## src/rtl/i2cw_pkg.sv

```systemverilog
package i2cw_pkg;
  localparam int REG_AW = 2;
  localparam logic [REG_AW-1:0] REG_TADDR = 2'd0;
  localparam logic [REG_AW-1:0] REG_CLOCK = 2'd1;
  localparam logic [REG_AW-1:0] REG_HOLD  = 2'd2;
  localparam logic [REG_AW-1:0] REG_STAT  = 2'd3;

  typedef enum logic [2:0] {
    PH_IDLE, PH_START, PH_BITLO, PH_BITHI, PH_STOPLO, PH_STOPHI, PH_STOPREL
  } phase_e;

  typedef struct packed {
    logic loadAddr;
    logic loadHold;
    logic shiftNext;
    logic setNack;
    logic setComp;
    logic clrComp;
  } ctlStrobe_t;
endpackage

```

## src/rtl/i2cw_ctrl.sv

```systemverilog
module i2cw_ctrl
  import i2cw_pkg::*;
#(
  parameter int CNT_W = 8
) (
  input  logic             clk,
  input  logic             rstN,
  input  logic [CNT_W-1:0] lowPer,
  input  logic [CNT_W-1:0] highPer,
  input  logic             txRdy,
  input  logic             curBit,
  input  logic             sdaIn,
  output ctlStrobe_t       stb,
  output logic             sclOe,
  output logic             sdaOe,
  output logic             busy
);
  localparam logic [CNT_W-1:0] MIN_PER = CNT_W'(2);

  phase_e     phase, phaseNxt;
  logic [CNT_W-1:0] cnt, lowEff, highEff, phaseLen;
  logic [3:0] bitIdx;
  logic       sdaQ;
  logic       phaseEnd, lowPhase;

  assign lowEff   = (lowPer  < MIN_PER) ? MIN_PER : lowPer;
  assign highEff  = (highPer < MIN_PER) ? MIN_PER : highPer;
  assign lowPhase = (phase == PH_BITLO) || (phase == PH_STOPLO);
  assign phaseLen = lowPhase ? lowEff : highEff;
  assign phaseEnd = (cnt == phaseLen - CNT_W'(1));

  always_comb begin
    phaseNxt = phase;
    stb      = '0;
    unique case (phase)
      PH_IDLE: if (!txRdy) begin
        phaseNxt     = PH_START;
        stb.loadAddr = 1'b1;
        stb.clrComp  = 1'b1;
      end
      PH_START:  if (phaseEnd) phaseNxt = PH_BITLO;
      PH_BITLO:  if (phaseEnd) phaseNxt = PH_BITHI;
      PH_BITHI:  if (phaseEnd) begin
        if (bitIdx != 4'd8) begin
          stb.shiftNext = 1'b1;
          phaseNxt      = PH_BITLO;
        end else if (sdaIn) begin
          stb.setNack = 1'b1;
          phaseNxt    = PH_STOPLO;
        end else if (!txRdy) begin
          stb.loadHold = 1'b1;
          phaseNxt     = PH_BITLO;
        end else begin
          phaseNxt = PH_STOPLO;
        end
      end
      PH_STOPLO: if (phaseEnd) phaseNxt = PH_STOPHI;
      PH_STOPHI: if (phaseEnd) phaseNxt = PH_STOPREL;
      PH_STOPREL: if (phaseEnd) begin
        stb.setComp = 1'b1;
        phaseNxt    = PH_IDLE;
      end
      default: phaseNxt = PH_IDLE;
    endcase
  end

  always_ff @(posedge clk or negedge rstN) begin
    if (!rstN) begin
      phase  <= PH_IDLE;
      cnt    <= '0;
      bitIdx <= '0;
      sdaQ   <= 1'b0;
    end else begin
      phase <= phaseNxt;
      cnt   <= (phaseNxt != phase) ? '0 : cnt + CNT_W'(1);
      if (phase == PH_START || stb.loadHold) bitIdx <= '0;
      else if (stb.shiftNext)                bitIdx <= bitIdx + 4'd1;
      // SDA moves only on the first cycle of a low phase, or in start/stop
      unique case (phase)
        PH_IDLE:    sdaQ <= 1'b0;
        PH_START:   sdaQ <= 1'b1;
        PH_BITLO:   if (cnt == '0) sdaQ <= (bitIdx == 4'd8) ? 1'b0 : ~curBit;
        PH_STOPLO:  if (cnt == '0) sdaQ <= 1'b1;
        PH_STOPREL: sdaQ <= 1'b0;
        default:    sdaQ <= sdaQ;
      endcase
    end
  end

  assign sclOe = lowPhase;
  assign sdaOe = sdaQ;
  assign busy  = (phase != PH_IDLE);
endmodule

```

## src/rtl/i2cw_dpath.sv

```systemverilog
module i2cw_dpath
  import i2cw_pkg::*;
#(
  parameter int CNT_W    = 8,
  parameter int DEF_LOW  = 10,
  parameter int DEF_HIGH = 10,
  localparam int REG_DW  = 2 * CNT_W
) (
  input  logic              clk,
  input  logic              rstN,
  input  logic              regWrEn,
  input  logic              regRdEn,
  input  logic [REG_AW-1:0] regAddr,
  input  logic [REG_DW-1:0] regWdata,
  output logic [REG_DW-1:0] regRdata,
  input  ctlStrobe_t        stb,
  output logic [CNT_W-1:0]  lowPer,
  output logic [CNT_W-1:0]  highPer,
  output logic              txRdy,
  output logic              txComp,
  output logic              nackFlag,
  output logic              curBit,
  output logic              irq
);
  logic [6:0] tgtAddr;
  logic [7:0] holdReg, shiftReg;
  logic [2:0] irqEn, statVec;
  logic       holdWr, statRd;

  assign holdWr  = regWrEn && (regAddr == REG_HOLD);
  assign statRd  = regRdEn && (regAddr == REG_STAT);
  assign statVec = {nackFlag, txRdy, txComp};

  always_ff @(posedge clk or negedge rstN) begin
    if (!rstN) begin
      tgtAddr  <= '0;
      lowPer   <= CNT_W'(DEF_LOW);
      highPer  <= CNT_W'(DEF_HIGH);
      holdReg  <= '0;
      shiftReg <= '0;
      irqEn    <= '0;
      txRdy    <= 1'b1;
      txComp   <= 1'b1;
      nackFlag <= 1'b0;
    end else begin
      if (regWrEn) begin
        unique case (regAddr)
          REG_TADDR: tgtAddr <= regWdata[6:0];
          REG_CLOCK: {highPer, lowPer} <= regWdata;
          REG_HOLD:  holdReg <= regWdata[7:0];
          default:   irqEn <= regWdata[2:0];
        endcase
      end
      if (stb.loadAddr)       shiftReg <= {tgtAddr, 1'b0};
      else if (stb.loadHold)  shiftReg <= holdReg;
      else if (stb.shiftNext) shiftReg <= {shiftReg[6:0], 1'b0};
      // a software write wins over a same-cycle release
      if (stb.loadHold || stb.setNack) txRdy <= 1'b1;
      if (holdWr)                      txRdy <= 1'b0;
      if (statRd)      nackFlag <= 1'b0;
      if (stb.setNack) nackFlag <= 1'b1;
      if (stb.clrComp)      txComp <= 1'b0;
      else if (stb.setComp) txComp <= 1'b1;
    end
  end

  always_comb begin
    unique case (regAddr)
      REG_TADDR: regRdata = REG_DW'(tgtAddr);
      REG_CLOCK: regRdata = {highPer, lowPer};
      REG_HOLD:  regRdata = REG_DW'(holdReg);
      default:   regRdata = REG_DW'(statVec);
    endcase
  end

  assign curBit = shiftReg[7];
  assign irq    = |(statVec & irqEn);
endmodule

```

## src/rtl/i2c_wr_master.sv

```systemverilog
module i2c_wr_master
  import i2cw_pkg::*;
#(
  parameter int CNT_W    = 8,
  parameter int DEF_LOW  = 10,
  parameter int DEF_HIGH = 10
) (
  input  logic                 clk,
  input  logic                 rstN,
  input  logic                 regWrEn,
  input  logic                 regRdEn,
  input  logic [1:0]           regAddr,
  input  logic [2*CNT_W-1:0]   regWdata,
  output logic [2*CNT_W-1:0]   regRdata,
  input  logic                 sdaIn,
  output logic                 sclOe,
  output logic                 sdaOe,
  output logic                 irq
);
  ctlStrobe_t       stb;
  logic [CNT_W-1:0] lowPer, highPer;
  logic             txRdy, txComp, nackFlag, curBit, busy;

  i2cw_ctrl #(.CNT_W(CNT_W)) u_ctrl (
    .clk(clk), .rstN(rstN), .lowPer(lowPer), .highPer(highPer),
    .txRdy(txRdy), .curBit(curBit), .sdaIn(sdaIn), .stb(stb),
    .sclOe(sclOe), .sdaOe(sdaOe), .busy(busy)
  );

  i2cw_dpath #(.CNT_W(CNT_W), .DEF_LOW(DEF_LOW), .DEF_HIGH(DEF_HIGH)) u_dpath (
    .clk(clk), .rstN(rstN), .regWrEn(regWrEn), .regRdEn(regRdEn),
    .regAddr(regAddr), .regWdata(regWdata), .regRdata(regRdata),
    .stb(stb), .lowPer(lowPer), .highPer(highPer), .txRdy(txRdy),
    .txComp(txComp), .nackFlag(nackFlag), .curBit(curBit), .irq(irq)
  );
endmodule

```

## config.mk

```make
export PLATFORM = sky130hd
export DESIGN_NAME = i2c_wr_master
export DESIGN_NICKNAME = d
export VERILOG_FILES = /design/src/rtl/i2cw_pkg.sv /design/src/rtl/i2cw_ctrl.sv /design/src/rtl/i2cw_dpath.sv /design/src/rtl/i2c_wr_master.sv
export SDC_FILE = /design/constraint.sdc
export NUM_CORES = 1
export LEC_CHECK = 0
export CAP_MARGIN = 10
export CORE_MARGIN = 8
export CORE_UTILIZATION = 48
export CTS_BUF_LIST = sky130_fd_sc_hd__clkbuf_16
export DETAILED_ROUTE_END_ITERATION = 7
export HOLD_SLACK_MARGIN = 0.15
export PLACE_DENSITY = 0.7
export SETUP_SLACK_MARGIN = 0.15
export SYNTH_ARGS = -nofsm -noshare
export SYNTH_HDL_FRONTEND = slang
export SYNTH_SLANG_ARGS = --single-unit
```

## constraint.sdc

```tcl
create_clock -name clk -period 5.1 [get_ports clk]
set_input_delay 1.53 -clock clk [delete_from_list [all_inputs] [get_ports clk]]
set_output_delay 1.53 -clock clk [all_outputs]
set_load 0.01 [all_outputs]
```

==> flow_results.xml, run 1 <==
<?xml version="1.0" encoding="UTF-8"?>
<metrics>
  <group name="power_and_ir_drop">
    <metric name="cellPowerDensity" unit="nW/um^2">466</metric>
    <metric name="vdd.ir_drop.worst" unit="mV">0.213</metric>
    <metric name="report.power.total" unit="uW">2120</metric>
    <metric name="power.static_leakage" unit="uW">0.00189</metric>
  </group>
  <group name="drt">
    <metric name="drtIter0Drc" unit="">182</metric>
    <metric name="final_antenna_net_count" unit="">0</metric>
    <metric name="avgViaCountPerCell" unit="">5.79</metric>
    <metric name="route.detailed.drc" unit="">0</metric>
    <metric name="routedWlPerCell" unit="um">18.1</metric>
    <metric name="via_count" unit="">3022</metric>
    <metric name="wirelength" unit="um">9430</metric>
    <metric name="drt_pass_1_iters" unit="">5</metric>
  </group>
  <group name="logic_synthesis">
    <metric name="synthesis.nets" unit="">400</metric>
    <metric name="synth-edff-count" unit="">0</metric>
    <metric name="postSynth.asyncResetShare" unit="">1.00</metric>
    <metric name="synthDistinctLibCells" unit="">59</metric>
    <metric name="yosys_most_used_dff" unit="">sky130_fd_sc_hd__dfrtp_1</metric>
    <metric name="synth_seq_area_share" unit="">0.413</metric>
    <metric name="postSynthAreaPerCell" unit="um^2">9.99</metric>
    <metric name="post_synth_instance_area" unit="um^2">3710</metric>
    <metric name="synth-warning-count" unit="">0</metric>
    <metric name="netlist_instances" unit="">372</metric>
    <metric name="postSynthRegisterBits" unit="">61</metric>
  </group>
  <group name="critical_path">
    <metric name="worstPathArrival" unit="ps">3230</metric>
    <metric name="cpPeakStageDelay" unit="ps">590</metric>
    <metric name="critical_path_peak_fanout" unit="">5</metric>
    <metric name="criticalPathCategory" unit="">input pin to output port</metric>
    <metric name="critical_path_required" unit="ps">3570</metric>
    <metric name="critical_path_cell_by_cell" unit="">clkdlybuf4s50_1, nor2b_1, nand2_1, o21ai_0, clkdlybuf4s50_1</metric>
    <metric name="cp-start-kind" unit="">input pin</metric>
    <metric name="timing.critical_path.to_type" unit="">output port</metric>
    <metric name="most_numerous_cell_on_the_critical_path" unit="">sky130_fd_sc_hd__clkdlybuf4s50_1</metric>
    <metric name="crit_slowest_cell" unit="">sky130_fd_sc_hd__clkdlybuf4s50_1</metric>
  </group>
  <group name="die">
    <metric name="rows" unit="">32</metric>
    <metric name="boundaryPins" unit="">42</metric>
    <metric name="floorplan.die.width" unit="um">104</metric>
    <metric name="initial_utilization" unit="">0.488</metric>
    <metric name="placeableCoreArea" unit="um^2">7610</metric>
    <metric name="die_area" unit="um^2">10800</metric>
    <metric name="die-height" unit="um">104</metric>
  </group>
  <group name="sta">
    <metric name="totalNegativeSetupSlack" unit="ps">0</metric>
    <metric name="layout_worst_path_cycle_share" unit="">0.933</metric>
    <metric name="timing.hold.ws" unit="ps">512</metric>
    <metric name="achievable-frequency" unit="MHz">210</metric>
    <metric name="max-slew-margin-rel" unit="">0.455</metric>
    <metric name="period_needed" unit="ps">4760</metric>
    <metric name="setup_viol" unit="">0</metric>
    <metric name="finalClockSkew" unit="ps">6.67</metric>
    <metric name="max_slew.worst_pin.slew" unit="ps">817</metric>
    <metric name="finalHoldViolations" unit="">0</metric>
    <metric name="rsz0062_at_grt" unit="">no</metric>
    <metric name="slew_viol_final" unit="">0</metric>
  </group>
  <group name="final_layout">
    <metric name="layout_commonest_cell" unit="">sky130_fd_sc_hd__dfrtp_1</metric>
    <metric name="layout_cells_sized_above_1" unit="">0.202</metric>
    <metric name="layout_common_cells" unit="">sky130_fd_sc_hd__dfrtp_1, sky130_fd_sc_hd__nand2_1, sky130_fd_sc_hd__clkdlybuf4s50_1</metric>
    <metric name="layout.filler_cells" unit="">655</metric>
    <metric name="n_antenna_cell" unit="">0</metric>
    <metric name="layout.nets" unit="">443</metric>
    <metric name="layout-area-overhead-vs-synth" unit="%">22.2</metric>
  </group>
  <group name="global_routing">
    <metric name="number_of_global_route_vias_before_repair" unit="">3048</metric>
    <metric name="antenna_found_initial" unit="">0</metric>
    <metric name="grt_first_pass_wirelength" unit="um">15600</metric>
    <metric name="gr-total-overflow" unit="">0</metric>
    <metric name="tot_gr_track_use" unit="">0.179</metric>
    <metric name="largest_net_degree_at_the_start_of_global_routing" unit="">62</metric>
  </group>
  <group name="cts">
    <metric name="cell_at_the_root_of_the_clock_tree" unit="">sky130_fd_sc_hd__clkbuf_16</metric>
    <metric name="ctsHtreeMaxLevel" unit="">3</metric>
    <metric name="clock_pin_slew_on_the_worst_setup_and_hold_paths" unit="ps">60</metric>
    <metric name="clockBufferDepth" unit="">2</metric>
    <metric name="cts.repair_timing.setup_buffer_count" unit="">0</metric>
    <metric name="tritoncts_num_sinks" unit="">61</metric>
    <metric name="postCtsResizedCells" unit="">0</metric>
    <metric name="clock_tree_from_tritoncts" unit="">yes</metric>
    <metric name="cts-buffers-inserted" unit="">9</metric>
    <metric name="clock_latency_at_the_later_pin_of_the_worst_skew_pair" unit="ps">330</metric>
    <metric name="cts_hold_buf" unit="">0</metric>
  </group>
  <group name="placement">
    <metric name="place.gp.congestion" unit="">0.886</metric>
    <metric name="portBuffers" unit="">41</metric>
    <metric name="detailedPlacementHpwl" unit="um">6730</metric>
  </group>
  <group name="hold_path">
    <metric name="min-delay-path-class" unit="">register to register</metric>
  </group>
  <group name="run">
    <metric name="max_cap_viol_count" unit="">0</metric>
  </group>
  <group name="status">
    <metric name="outcome" unit="">finished clean</metric>
  </group>
</metrics>
Yosys cell counts, drive strengths merged, types with 3 or more instances:
master / n / area [um^2]
inv: 12 / 45.0
o31ai: 3 / 22.5
a31oi: 4 / 25.0
a21oi: 4 / 20.0
nor2b: 7 / 43.8
nor4: 5 / 46.3
buf: 4 / 23.8
mux2i: 11 / 110
mux4: 3 / 67.6
o211ai: 9 / 67.6
nor3: 7 / 46.3
dfstp: 6 / 158
o21ai: 14 / 73.8
nand2: 50 / 188
and3: 5 / 36.3
nor3b: 3 / 22.5
xor2: 12 / 105
and2: 9 / 56.3
mux2: 34 / 383
clkbuf: 14 / 52.6
o22ai: 5 / 43.8
nand3: 33 / 183
ha: 5 / 62.6
xnor2: 10 / 87.6
nor2: 11 / 41.3
dfrtp: 55 / 1380
a211oi: 11 / 82.6
layer usage:
metal  vias to the layer above  share of wire  global-route usage
met1                      1453           0.44               0.222
met2                       109           0.47               0.284
met5                         -              0                   0
li1                       1441              -                   -
met3                        19          0.067              0.0458
met4                         0          0.024              0.0889
registers in the layout (all words and copies together), names as in the netlist:
register	flops
u_dpath.nackFlag	1
u_ctrl.cnt	8
u_dpath.txRdy	1
u_dpath.tgtAddr	7
u_ctrl.bitIdx	4
u_dpath.holdReg	8
u_dpath.irqEn	3
u_dpath.lowPer	8
u_dpath.txComp	1
u_dpath.highPer	8
u_dpath.shiftReg	8
u_ctrl.phase	3
u_ctrl.sdaOe	1
final timing paths:
| path | to | cells past startpoint | from | slack [ps] |
|---|---|---|---|---|
| max | regRdata[6] | 5 | regAddr[1] | 340 |
| min | u_dpath.irqEn[1]$_DFFE_PN0P_ | 1 | u_dpath.irqEn[1]$_DFFE_PN0P_ | 510 |
| max reg2reg | u_dpath.shiftReg[4]$_DFFE_PN0P_ | 14 | u_ctrl.phase[1]$_DFF_PN0_ | 810 |
| min reg2reg | u_dpath.irqEn[1]$_DFFE_PN0P_ | 1 | u_dpath.irqEn[1]$_DFFE_PN0P_ | 510 |
| max in group asynchronous | u_dpath.highPer[0]$_DFFE_PN0P_ | 2 | rstN | 3240 |
| min in group asynchronous | u_ctrl.bitIdx[2]$_DFFE_PN0P_ | 2 | rstN | 1370 |
critical path: cells and delay by family:
family                 cells  cell delay (ps)
AO/OA/AOI/OAI              1              130
buffers and inverters      2             1080
AND/OR/NAND/NOR            2              490
power by group:
part / internal, uW / switching [uW]
logic: 356 / 388
clock network: 379 / 231
registers: 604 / 158
total: 1340 / 777
cell type report:
type	count	area [um^2]	share of cell area
clock inverters	7	75.1	0.0165
inverters	13	48.8	0.0107
repair buffers	50	473	0.104
multi-input cells	280	2060	0.453
clock buffers	9	225	0.0496
well taps	102	128	0.0281
flip-flops and latches	61	1530	0.338
cells by family after synthesis:
logic type               Yosys count  share of synthesized area
XOR/XNOR                          22                     0.0519
AO/OA/AOI/OAI                     65                      0.134
adder cells (fa/ha/maj)            5                     0.0168
buffers and inverters             31                     0.0337
flip-flops                        61                      0.413
multiplexers                      48                      0.151
AND/OR/NAND/NOR                  140                      0.200
metrics by stage:
step | cells | area, um^2 | util | setup WS [ps]
after CTS | 522 | 4540 | 0.597 | 349
after floorplan | 372 | 3710 | - | 1160
after detailed placement | 506 | 4240 | 0.557 | 349
final | 522 | 4540 | 0.597 | 340
after global routing | 522 | 4540 | 0.597 | 220
after global placement | 506 | 4240 | 0.557 | 399
No activity file was read; power rests on OpenSTA's default activity.
==> inputs of run 2 (changes only) <==
--- a/config.mk
+++ b/config.mk
@@ -9,6 +9,7 @@
 export CORE_MARGIN = 8
 export CORE_UTILIZATION = 48
 export CTS_BUF_LIST = sky130_fd_sc_hd__clkbuf_16
+export CTS_CLUSTER_SIZE = 24
 export DETAILED_ROUTE_END_ITERATION = 7
 export HOLD_SLACK_MARGIN = 0.15
 export PLACE_DENSITY = 0.7
==> results of run 2 <==
No change in the layout: final DEF, timing and power equal those of run 1.
